--- src/rtl/pbw_pkg.sv ---
package pbw_pkg;
  localparam int unsigned REG_W    = 8;
  localparam int unsigned BIT_AUTO = 7;
  localparam int unsigned BIT_LOCK = 6;
  localparam int unsigned BIT_TRK  = 5;
  localparam int unsigned BIT_XTL  = 4;
  localparam int unsigned LOW_IMPL = 4;   // bits below this are unimplemented

  typedef struct packed {
    logic auto_on;
    logic man_trk;
    logic xtl;
  } pbw_state_t;

  typedef struct packed {
    logic auto_on;
    logic trk;
    logic xtl;
  } pbw_wfields_t;
endpackage

--- src/rtl/pbw_rst_sync.sv ---
module pbw_rst_sync #(
  parameter int unsigned STAGES = 2
) (
  input  logic clk,
  input  logic arst_n,
  output logic srst_n
);
  logic [STAGES-1:0] sync_q;
  logic [STAGES-1:0] sync_d;

  always_comb begin
    sync_d = {sync_q[STAGES-2:0], 1'b1};
  end

  always_ff @(posedge clk or negedge arst_n) begin
    if (!arst_n) sync_q <= '0;
    else         sync_q <= sync_d;
  end

  assign srst_n = sync_q[STAGES-1];
endmodule

--- src/rtl/pbw_bus_decode.sv ---
module pbw_bus_decode #(
  parameter int unsigned ADDR_W   = 8,
  parameter logic [ADDR_W-1:0] REG_ADDR = 8'h39
) (
  input  logic              bus_sel,
  input  logic              bus_wr,
  input  logic [ADDR_W-1:0] bus_addr,
  output logic              wr_hit,
  output logic              rd_hit
);
  logic addr_match;

  always_comb begin
    addr_match = (bus_addr == REG_ADDR);
    wr_hit     = bus_sel && bus_wr && addr_match;
    rd_hit     = bus_sel && !bus_wr && addr_match;
  end
endmodule

--- src/rtl/pbw_mode_store.sv ---
module pbw_mode_store
  import pbw_pkg::*;
(
  input  logic         clk,
  input  logic         srst_n,
  input  logic         wr_hit,
  input  pbw_wfields_t wf,
  output pbw_state_t   state_q
);
  pbw_state_t state_d;
  logic       state_en;

  // Next state: the write is decoded against the control mode held before it.
  always_comb begin
    state_en         = wr_hit;
    state_d          = state_q;
    state_d.auto_on  = wf.auto_on;
    state_d.xtl      = wf.xtl;
    if (!state_q.auto_on) state_d.man_trk = wf.trk;
  end

  always_ff @(posedge clk or negedge srst_n) begin
    if (!srst_n)       state_q <= '0;
    else if (state_en) state_q <= state_d;
  end

  // saved manual mode cannot move while automatic control persists
  a_r6_manual_held: assert property (@(posedge clk) disable iff (!srst_n)
    (state_q.auto_on && $past(state_q.auto_on)) |-> $stable(state_q.man_trk));

  // a manual-mode write stores bit 5
  a_r3_manual_write: assert property (@(posedge clk) disable iff (!srst_n)
    (wr_hit && !state_q.auto_on) |=> (state_q.man_trk == $past(wf.trk)));

  // a write that leaves automatic control restores, not overwrites
  a_r7_clear_restore: assert property (@(posedge clk) disable iff (!srst_n)
    (wr_hit && state_q.auto_on && !wf.auto_on) |=> (!state_q.auto_on && $stable(state_q.man_trk)));

  // the spare bit follows every accepted write
  a_r8_spare_rw: assert property (@(posedge clk) disable iff (!srst_n)
    wr_hit |=> (state_q.xtl == $past(wf.xtl)));
endmodule

--- src/rtl/pbw_readback.sv ---
module pbw_readback
  import pbw_pkg::*;
(
  input  logic             rd_hit,
  input  pbw_state_t       state_q,
  input  logic             pll_locked,
  input  logic             auto_trk,
  output logic [REG_W-1:0] rdata,
  output logic             bw_track
);
  logic [REG_W-1:0] image;

  always_comb begin
    bw_track = state_q.auto_on ? auto_trk : state_q.man_trk;
  end

  always_comb begin
    image[BIT_AUTO] = state_q.auto_on;
    image[BIT_LOCK] = state_q.auto_on && pll_locked;
    image[BIT_TRK]  = bw_track;
    image[BIT_XTL]  = state_q.xtl;
  end

  genvar gi;
  generate
    for (gi = 0; gi < LOW_IMPL; gi++) begin : g_unimpl
      assign image[gi] = 1'b0;
    end
  endgenerate

  always_comb begin
    rdata = rd_hit ? image : '0;
  end
endmodule

--- src/rtl/pll_bw_ctrl.sv ---
module pll_bw_ctrl
  import pbw_pkg::*;
#(
  parameter int unsigned ADDR_W      = 8,
  parameter logic [ADDR_W-1:0] REG_ADDR = 8'h39,
  parameter int unsigned SYNC_STAGES = 2
) (
  input  logic              clk,
  input  logic              rst_n,
  input  logic              bus_sel,
  input  logic              bus_wr,
  input  logic [ADDR_W-1:0] bus_addr,
  input  logic [REG_W-1:0]  bus_wdata,
  output logic [REG_W-1:0]  bus_rdata,
  input  logic              pll_locked,
  input  logic              auto_trk,
  output logic              auto_en,
  output logic              bw_track
);
  logic         srst_n;
  logic         wr_hit;
  logic         rd_hit;
  pbw_wfields_t wf;
  pbw_state_t   state_q;
  logic         unused_wbits;

  pbw_rst_sync #(.STAGES(SYNC_STAGES)) u_rst (
    .clk(clk), .arst_n(rst_n), .srst_n(srst_n)
  );

  pbw_bus_decode #(.ADDR_W(ADDR_W), .REG_ADDR(REG_ADDR)) u_dec (
    .bus_sel(bus_sel), .bus_wr(bus_wr), .bus_addr(bus_addr),
    .wr_hit(wr_hit), .rd_hit(rd_hit)
  );

  always_comb begin
    wf.auto_on   = bus_wdata[BIT_AUTO];
    wf.trk       = bus_wdata[BIT_TRK];
    wf.xtl       = bus_wdata[BIT_XTL];
    unused_wbits = ^{bus_wdata[BIT_LOCK], bus_wdata[LOW_IMPL-1:0]};
  end

  pbw_mode_store u_store (
    .clk(clk), .srst_n(srst_n), .wr_hit(wr_hit), .wf(wf), .state_q(state_q)
  );

  pbw_readback u_rb (
    .rd_hit(rd_hit), .state_q(state_q), .pll_locked(pll_locked),
    .auto_trk(auto_trk), .rdata(bus_rdata), .bw_track(bw_track)
  );

  assign auto_en = state_q.auto_on;

  // automatic control hands the mode to the sequencer
  a_r5_auto_follow: assert property (@(posedge clk) disable iff (!srst_n)
    auto_en |-> (bw_track == auto_trk));

  // lock reads zero under manual control
  a_r4_lock_manual: assert property (@(posedge clk) disable iff (!srst_n)
    !auto_en |-> !bus_rdata[BIT_LOCK]);

  // unimplemented bits never read as one
  a_r9_low_zero: assert property (@(posedge clk) disable iff (!srst_n)
    bus_rdata[LOW_IMPL-1:0] == '0);

  // a write to bit 7 sets the automatic enable
  a_r2_auto_write: assert property (@(posedge clk) disable iff (!srst_n)
    wr_hit |=> (auto_en == $past(bus_wdata[BIT_AUTO])));
endmodule

--- config.mk ---
export PLATFORM = sky130hd
export DESIGN_NAME = pll_bw_ctrl
export DESIGN_NICKNAME = d
export VERILOG_FILES = /design/src/rtl/pbw_pkg.sv /design/src/rtl/pbw_rst_sync.sv /design/src/rtl/pbw_bus_decode.sv /design/src/rtl/pbw_mode_store.sv /design/src/rtl/pbw_readback.sv /design/src/rtl/pll_bw_ctrl.sv
export SDC_FILE = /design/constraint.sdc
export NUM_CORES = 1
export LEC_CHECK = 0
export BUFFER_PORTS_ARGS = -buffer_cell sky130_fd_sc_hd__buf_2
export CORE_AREA = 2 2 39 41
export DETAILED_ROUTE_END_ITERATION = 12
export DIE_AREA = 0 0 41 43
export SETUP_SLACK_MARGIN = 0.5
export SLEW_MARGIN = 20
export SYNTH_ARGS = -nofsm -noshare
export SYNTH_HDL_FRONTEND = slang
export SYNTH_SLANG_ARGS = --single-unit
--- constraint.sdc ---
create_clock -name clk -period 1.4 [get_ports clk]
set_input_delay 0.07 -clock clk [delete_from_list [all_inputs] [get_ports clk]]
set_output_delay 0.07 -clock clk [all_outputs]
set_load 0.05 [all_outputs]
Word level (Yosys, flattened, before mapping)
Index checks and enable logic that the tools add are counted.
{"block": "classes", "n_reduce_logical": 7, "bitwise_logic": 1, "n_eq_ne": 1, "n_mux": 2}
{"op": "8-bit by 6-bit equality test with 1-bit output (second input constant)", "count": 1}
{"op": "8-bit two-way mux", "count": 1}
{"op": "1-bit logical AND", "count": 5}
{"op": "2-bit AND reduction", "count": 1}
{"op": "1-bit logical NOT", "count": 1}
{"op": "1-bit two-way mux", "count": 1}
{"op": "1-bit inverter", "count": 1}
{"block": "totals", "ff_bits": 5, "word_cells": 15, "output_inout_bits": 10}

Longest topological paths before layout
Gate-level depths: netlist of the first run.
{"block": "depth", "depth_word": 4, "depth_mapped": 3, "ltp_nobuf": 3}

Modules after synthesis
From an unflattened synthesis of the first run, not the netlist that was laid out.
{"block": "unflattened", "hier_cells": 26, "area_unflattened_um2": 297.8}
{"mod": "pbw_mode_store", "seq_area_each_um2": 75.1, "instances": 1, "area_per_inst_um2": 126.4, "cells_per_inst": 7}
{"mod": "pbw_readback", "seq_area_each_um2": 0.0, "instances": 1, "area_per_inst_um2": 78.8, "cells_per_inst": 10}
{"mod": "pbw_rst_sync", "seq_area_each_um2": 50.0, "instances": 1, "area_per_inst_um2": 53.8, "cells_per_inst": 3}
{"mod": "pbw_bus_decode", "seq_area_each_um2": 0.0, "instances": 1, "area_per_inst_um2": 38.8, "cells_per_inst": 6}

Worst setup path before layout of the first run
OpenSTA, ideal clock, no wires.
{"block": "synth_timing", "path_type": "reg-to-output", "from": "register, netlist name u_store.state_q[2]", "to": "output bus_rdata[6]", "t_required_ps": 1330, "t_arrival_ps": 1871, "path_stages_with_launch": 3, "setup_slack_ps": -541, "path_cell_list": "dfrtp_1 -> inv_1 -> nor3_1"}
{"block": "synth_via", "elab_chain_len": 2}
{"element": "1-bit logical AND", "line": "pbw_readback.sv:19", "source": "image[BIT_LOCK] = state_q.auto_on && pll_locked;"}
{"element": "8-bit two-way mux", "line": "pbw_readback.sv:32", "source": "rdata = rd_hit ? image : '0;"}
{"element": "end, declared", "line": "pll_bw_ctrl.sv:14", "source": "output logic [REG_W-1:0] bus_rdata,"}
Every way passes these cells.

Final worst setup path of the first run
{"block": "layout_timing", "from": "register, netlist name u_store.state_q[2]", "to": "output bus_rdata[5]"}
{"block": "layout_via", "elab_chain_len": 2}
{"element": "1-bit two-way mux", "line": "pbw_readback.sv:14", "source": "bw_track = state_q.auto_on ? auto_trk : state_q.man_trk;"}
{"element": "8-bit two-way mux", "line": "pbw_readback.sv:32"}
Every way passes these cells.

==> run summary, run 1 <==
Vias in the first global route: 268
Max-Cap Viols: 0
Initial antenna violation count: 0
Most common cell after layout, fill and taps aside: buf_2
First-pass GRT wire length: 910 µm
Fmax: 771 MHz
CP Cell Sequence: mux2_4 -> nor2b_4 -> buf_6
Maximum fanout along the worst path: 3
Critical-path top delay cell: dfrtp_2
Crit path largest cell delay: 410 ps
Via count: 294
Die H: 43 µm
Distinct cells, synth: 12
Syn Inst Count: 28
CORE AREA: 1380 µm²
Routability cong.: 0.616
Total GRT Usage: 0.0806
Setup TNS: 0 ps
# IOs: 32
Total Nets Final: 79
IO Port Bufs: 22
Worst hold path type: reg -> async
PwrDens: 748 nW/µm²
CTS tree: done
Die X-Extent: 41 µm
Leakage: 0.274 nW
Final Hold Fails: 0
Detailed-route wire length per cell: 8.46 µm
Longest Clk Path Bufs: 2
Cts bufs inserted: 3
Most frequent cells in the layout: buf_2, conb_1, buf_6, dfrtp_1
Worst-case vdd ir drop: 0.507 mV
Final wirelength: 609 µm
Antenna Cells: 0
Slew Limit Fails: 0
CP Capture Type: output port
Clk root buf: clkbuf_4
Antenna-violating nets left: 0
Final core utilization: 0.381
RSZ-0062 raised after global routing: yes
Outcome: complete, no violations
Max H-tree Level: 1
Starting Density: 0.210
Clock edge transition at the registers on the reported setup and hold paths: 40 ps
Setup Skew: 3.10 ps
Remaining DRCs: 0
Mapped cell area: 290 µm²
Layout area overhead: 81.5%
Starting DRT DRC Count: 4
Tcrit/Tclk final: 0.927
CTS Sinks: 5
# setup viols final: 0
Vias per std cell: 4.08
Die area: 1760 µm²
CP Data Required Time: 1330 ps
Share of cells above drive strength 1: 0.625
Synth Register Bits: 5
Largest delay share family, worst path: flip-flops
Clock latency on the worst-skew pair: 240 ps
WP data arrival: 1230 ps
Syn_area_per_cell: 10.4 µm²
Largest net degree at the start of global routing: 5
Standard-cell rows: 14
Remaining Overflow, GRT: 0
Warnings from Yosys: 0
CP Launch Type: flop
Seq/Total Area, Yosys: 0.431
Critical path type: reg -> out
Tmin final: 1300 ps
Hold_ws: 35.1 ps
TritonRoute pass-1 iters: 4
Buf+Inv Stages, Crit Path: 1
==> layer usage <==
layer | GRT usage | vias up | wire [µm]
li1 | - | 141 | -
met1 | 0.0684 | 134 | 200
met2 | 0.128 | 19 | 343
met3 | 0.0628 | 0 | 66
met4 | 0.0400 | 0 | 0
met5 | 0 | - | 0
==> flip-flops by register name, indices dropped and copies added (netlist names) <==
| signal | count |
|---|---|
| u_store.state_q | 3 |
| u_rst.sync_q | 2 |
==> worst paths after layout <==
check                                   startpoint                 end  slack (ps)  cells past startpoint
worst max-delay path            u_store.state_q[2]        bus_rdata[5]         100                      3
worst min-delay path               u_rst.sync_q[1]  u_store.state_q[0]          40                      0
worst max register to register  u_store.state_q[2]  u_store.state_q[1]         220                      4
worst min register to register     u_rst.sync_q[1]  u_store.state_q[0]          40                      0
max in group asynchronous                    rst_n     u_rst.sync_q[0]        1160                      2
min in group clk                      bus_wdata[4]  u_store.state_q[0]          40                      2
==> worst reg2reg max path: stages (launching register included) <==
cell and delay, ps:
dfrtp_2 410, buf_4 150, nor2b_2 90, nand4_1 90, mux2_4 310
==> synth_stat cells (all sizes together) <==
cell / n / area, µm²
inv: 3 / 11.3
nor2b: 2 / 12.5
conb: 2 / 7.51
dfrtp: 5 / 125
and4bb: 2 / 25.0
mux2: 4 / 45.0
nand4: 2 / 12.5
nor3: 1 / 5.00
nand4b: 1 / 8.76
buf: 4 / 30.0
nor2: 2 / 7.51
==> cells by family (layout without fill, tap and decap cells) <==
| family | after synthesis | count (layout) | synth area share |
|---|---|---|---|
| and+or+nand+nor | 10 | 10 | 0.246 |
| DFF | 5 | 5 | 0.431 |
| buffers and inverters | 7 | 32 | 0.142 |
| muxes | 4 | 4 | 0.155 |
| other | 2 | 5 | 0.0259 |
==> what timing repair did <==
action | CTS | global route
hold buffers | 1 | 0
setup endpoints to repair | 7 | 8
gates cloned | 0 | 0
setup buffers | 1 | 0
resized for setup | 10 | 4
endpoints found under the hold margin | 2 | 0
==> power by group <==
part	internal, mW	switching (mW)
Clock	0.108	0.0574
Sequential	0.151	0.00342
Combinational	0.0301	0.0448
==> metrics by stage <==
stage	cells	total power [mW]	setup slack, ps	cell area (µm²)
6_report	72	0.394	103	527
5_1_grt	72	0.419	55.6	527
4_1_cts	72	0.401	85.3	513
3_5_place_dp	66	0.225	214	438
3_3_place_gp	66	0.223	219	438
2_1_floorplan	31	0.208	119	330
==> final cells by class <==
class / count / area [µm²]
inverters: 3 / 11.3
clock buffers: 4 / 26.3
repair buffers: 25 / 174
multi-input cells: 19 / 169
flip-flops and latches: 5 / 126
fillers: 144 / 857
well taps: 16 / 20.0
(Power assumes the default switching activity.)
==> run 2: changes to the inputs <==
==> constraint.sdc (replaced) <==
create_clock -name clk -period 1.4 [get_ports clk]
set_input_delay 0.14 -clock clk [delete_from_list [all_inputs] [get_ports clk]]
set_output_delay 0.14 -clock clk [all_outputs]
set_load 0.05 [all_outputs]
==> run 2 against run 1 <==
Compared with the run above: global-route usage hardly changed; first-iteration DRC count grew 25%; final area up 3.1%; setup slack got worse by 49 ps; count of clock-buffer cells in the layout unchanged; routed wire length grew 0.49%; critical path depth is the same; combinational power rose by 5.1%; clock power hardly changed; critical endpoint unchanged; largest cell class unchanged.
==> run summary, run 2 (synthesis results as in run 1) <==
Outcome: complete, no violations
CP Cell Sequence: mux2_4 -> nor2b_4 -> buf_6
Die area: 1760 µm² (unchanged)
Clock edge transition at the registers on the reported setup and hold paths: 40 ps (about the same)
TritonRoute pass-1 iters: 4 (unchanged)
Biggest regs: u_store.state_q x3, u_rst.sync_q x2
Placed inst area: 438 µm² (unchanged)
Largest net degree at the start of global routing: 5 (unchanged)
Remaining Overflow, GRT: 0 (unchanged)
Layout area overhead: 87.1%
Tmin final: 1350 ps (+48.9 ps)
Final Hold Fails: 0 (unchanged)
WP data arrival: 1210 ps (-20 ps)
Leakage: 0.283 nW (+3.2%)
Max H-tree Level: 1 (unchanged)
Maximum fanout along the worst path: 2 (-1)
Max reg flops: 3 (unchanged)
IO Port Bufs: 22 (unchanged)
Post-route design area: 543 µm² (+3.1%)
Antenna Cells: 0 (unchanged)
Routability cong.: 0.635 (+3.1%)
Tcrit/Tclk final: 0.962 (+0.0349)
First-pass GRT wire length: 910 µm (unchanged)
Clock latency on the worst-skew pair: 240 ps (about the same)
Final wirelength: 612 µm (+0.49%)
Setup Skew: 3.63 ps (+0.534 ps)
Register with the most flip-flops: u_store.state_q
# setup viols final: 0 (unchanged)
PwrDens: 730 nW/µm² (-2.4%)
Longest Clk Path Bufs: 2 (unchanged)
Most common cell after layout, fill and taps aside: buf_2
Total Nets Final: 80 (+1.3%)
Detailed-route wire length per cell: 8.38 µm (-0.88%)
Die H: 43 µm (unchanged)
CTS tree: done
CORE AREA: 1380 µm² (unchanged)
# IOs: 32 (unchanged)
Remaining DRCs: 0 (unchanged)
Die X-Extent: 41 µm (unchanged)
Share of cells above drive strength 1: 0.649 (+0.0241)
Crit path largest cell delay: 400 ps (about the same)
Vias per std cell: 4.08 (about the same)
Setup TNS: 0 ps (unchanged)
CTS Sinks: 5 (unchanged)
CP Capture Type: output port
Standard-cell rows: 14 (unchanged)
Critical path type: reg -> out
CP Data Required Time: 1260 ps (-70 ps)
CP Launch Type: flop
Worst hold path type: reg -> async
Most frequent cells in the layout: buf_2, buf_6, conb_1, dfrtp_1, clkbuf_4
Antenna-violating nets left: 0 (unchanged)
Starting DRT DRC Count: 5 (+1)
Filler cell count: 145 (+0.69%)
Initial antenna violation count: 0 (unchanged)
Total GRT Usage: 0.0807 (+0.0000814)
RSZ-0062 raised after global routing: yes
Slew Limit Fails: 0 (unchanged)
Via count: 298 (+1.4%)
Vias in the first global route: 264 (-1.5%)
Fmax: 743 MHz (-3.6%)
Starting Density: 0.210 (unchanged)
Max-Cap Viols: 0 (unchanged)
Clk root buf: clkbuf_4
Critical-path top delay cell: dfrtp_2
Worst-case vdd ir drop: 0.495 mV (-2.5%)
Cts bufs inserted: 3 (unchanged)
## run 2: layout make-up
cell class              count  area [µm²]  share of cell area
repair buffers             26         190               0.350
multi-input cells          19         169               0.311
flip-flops and latches      5         126               0.233
clock buffers               4        26.3              0.0484
well taps                  16        20.0              0.0369
inverters                   3        11.3              0.0207
## run 2: layer usage
| layer | up-vias | GRT usage | wire length [µm] |
|---|---|---|---|
| met5 | - | 0 | 0 |
| met4 | 0 | 0.0400 | 0 |
| met3 | 0 | 0.0628 | 77 |
| met2 | 19 | 0.125 | 332 |
| met1 | 135 | 0.0719 | 201 |
| li1 | 144 | - | - |
## run 2: path summary, 6_finish.rpt
kind	start	to	slack (ps)	depth (start not counted)
worst max-delay path	u_store.state_q[2]	bus_rdata[5]	50	3
worst min-delay path	u_rst.sync_q[1]	u_store.state_q[1]	30	0
worst max register to register	u_store.state_q[2]	u_store.state_q[1]	120	5
worst min register to register	u_rst.sync_q[1]	u_store.state_q[1]	30	0
max in group asynchronous	rst_n	u_rst.sync_q[0]	1090	2
min in group clk	bus_wdata[5]	u_store.state_q[1]	110	2
## run 2: power breakdown
part           internal (mW)  switching, mW  total [mW]  leakage [nW]
logic                 0.0337         0.0449      0.0787         0.205
clock network          0.108         0.0564       0.164        0.0150
registers              0.151        0.00332       0.154        0.0633
total                  0.292          0.105       0.396         0.283
## run 2: repair_timing
item,CTS,global route
buffers inserted,2,0
setup endpoints to repair,9,9
pin swaps,3,1
hold endpoints to repair,2,0
hold buffers,1,0
gates resized for setup,11,5
## run 2: through the flow
step / total power [mW] / cells / hold WS [ps] / utilization / setup WS (ps)
after floorplan: 0.208 / 31 / -156 / - / 28.4
after global placement: 0.223 / 66 / -73.6 / 0.316 / 80.3
after CTS: 0.401 / 73 / 39.0 / 0.379 / 43.8
after detailed placement: 0.224 / 66 / -72.0 / 0.316 / 77.1
final: 0.396 / 73 / 34.6 / 0.392 / 53.9
after global routing: 0.425 / 73 / 46.2 / 0.392 / 7.36
## run 2: critical path, delay by kind of cell (launching register included)
family,cells,cell delay [ps]
flip-flops,1,400
multiplexers,1,300
buffers and inverters,1,140
AND/OR/NAND/NOR,1,120
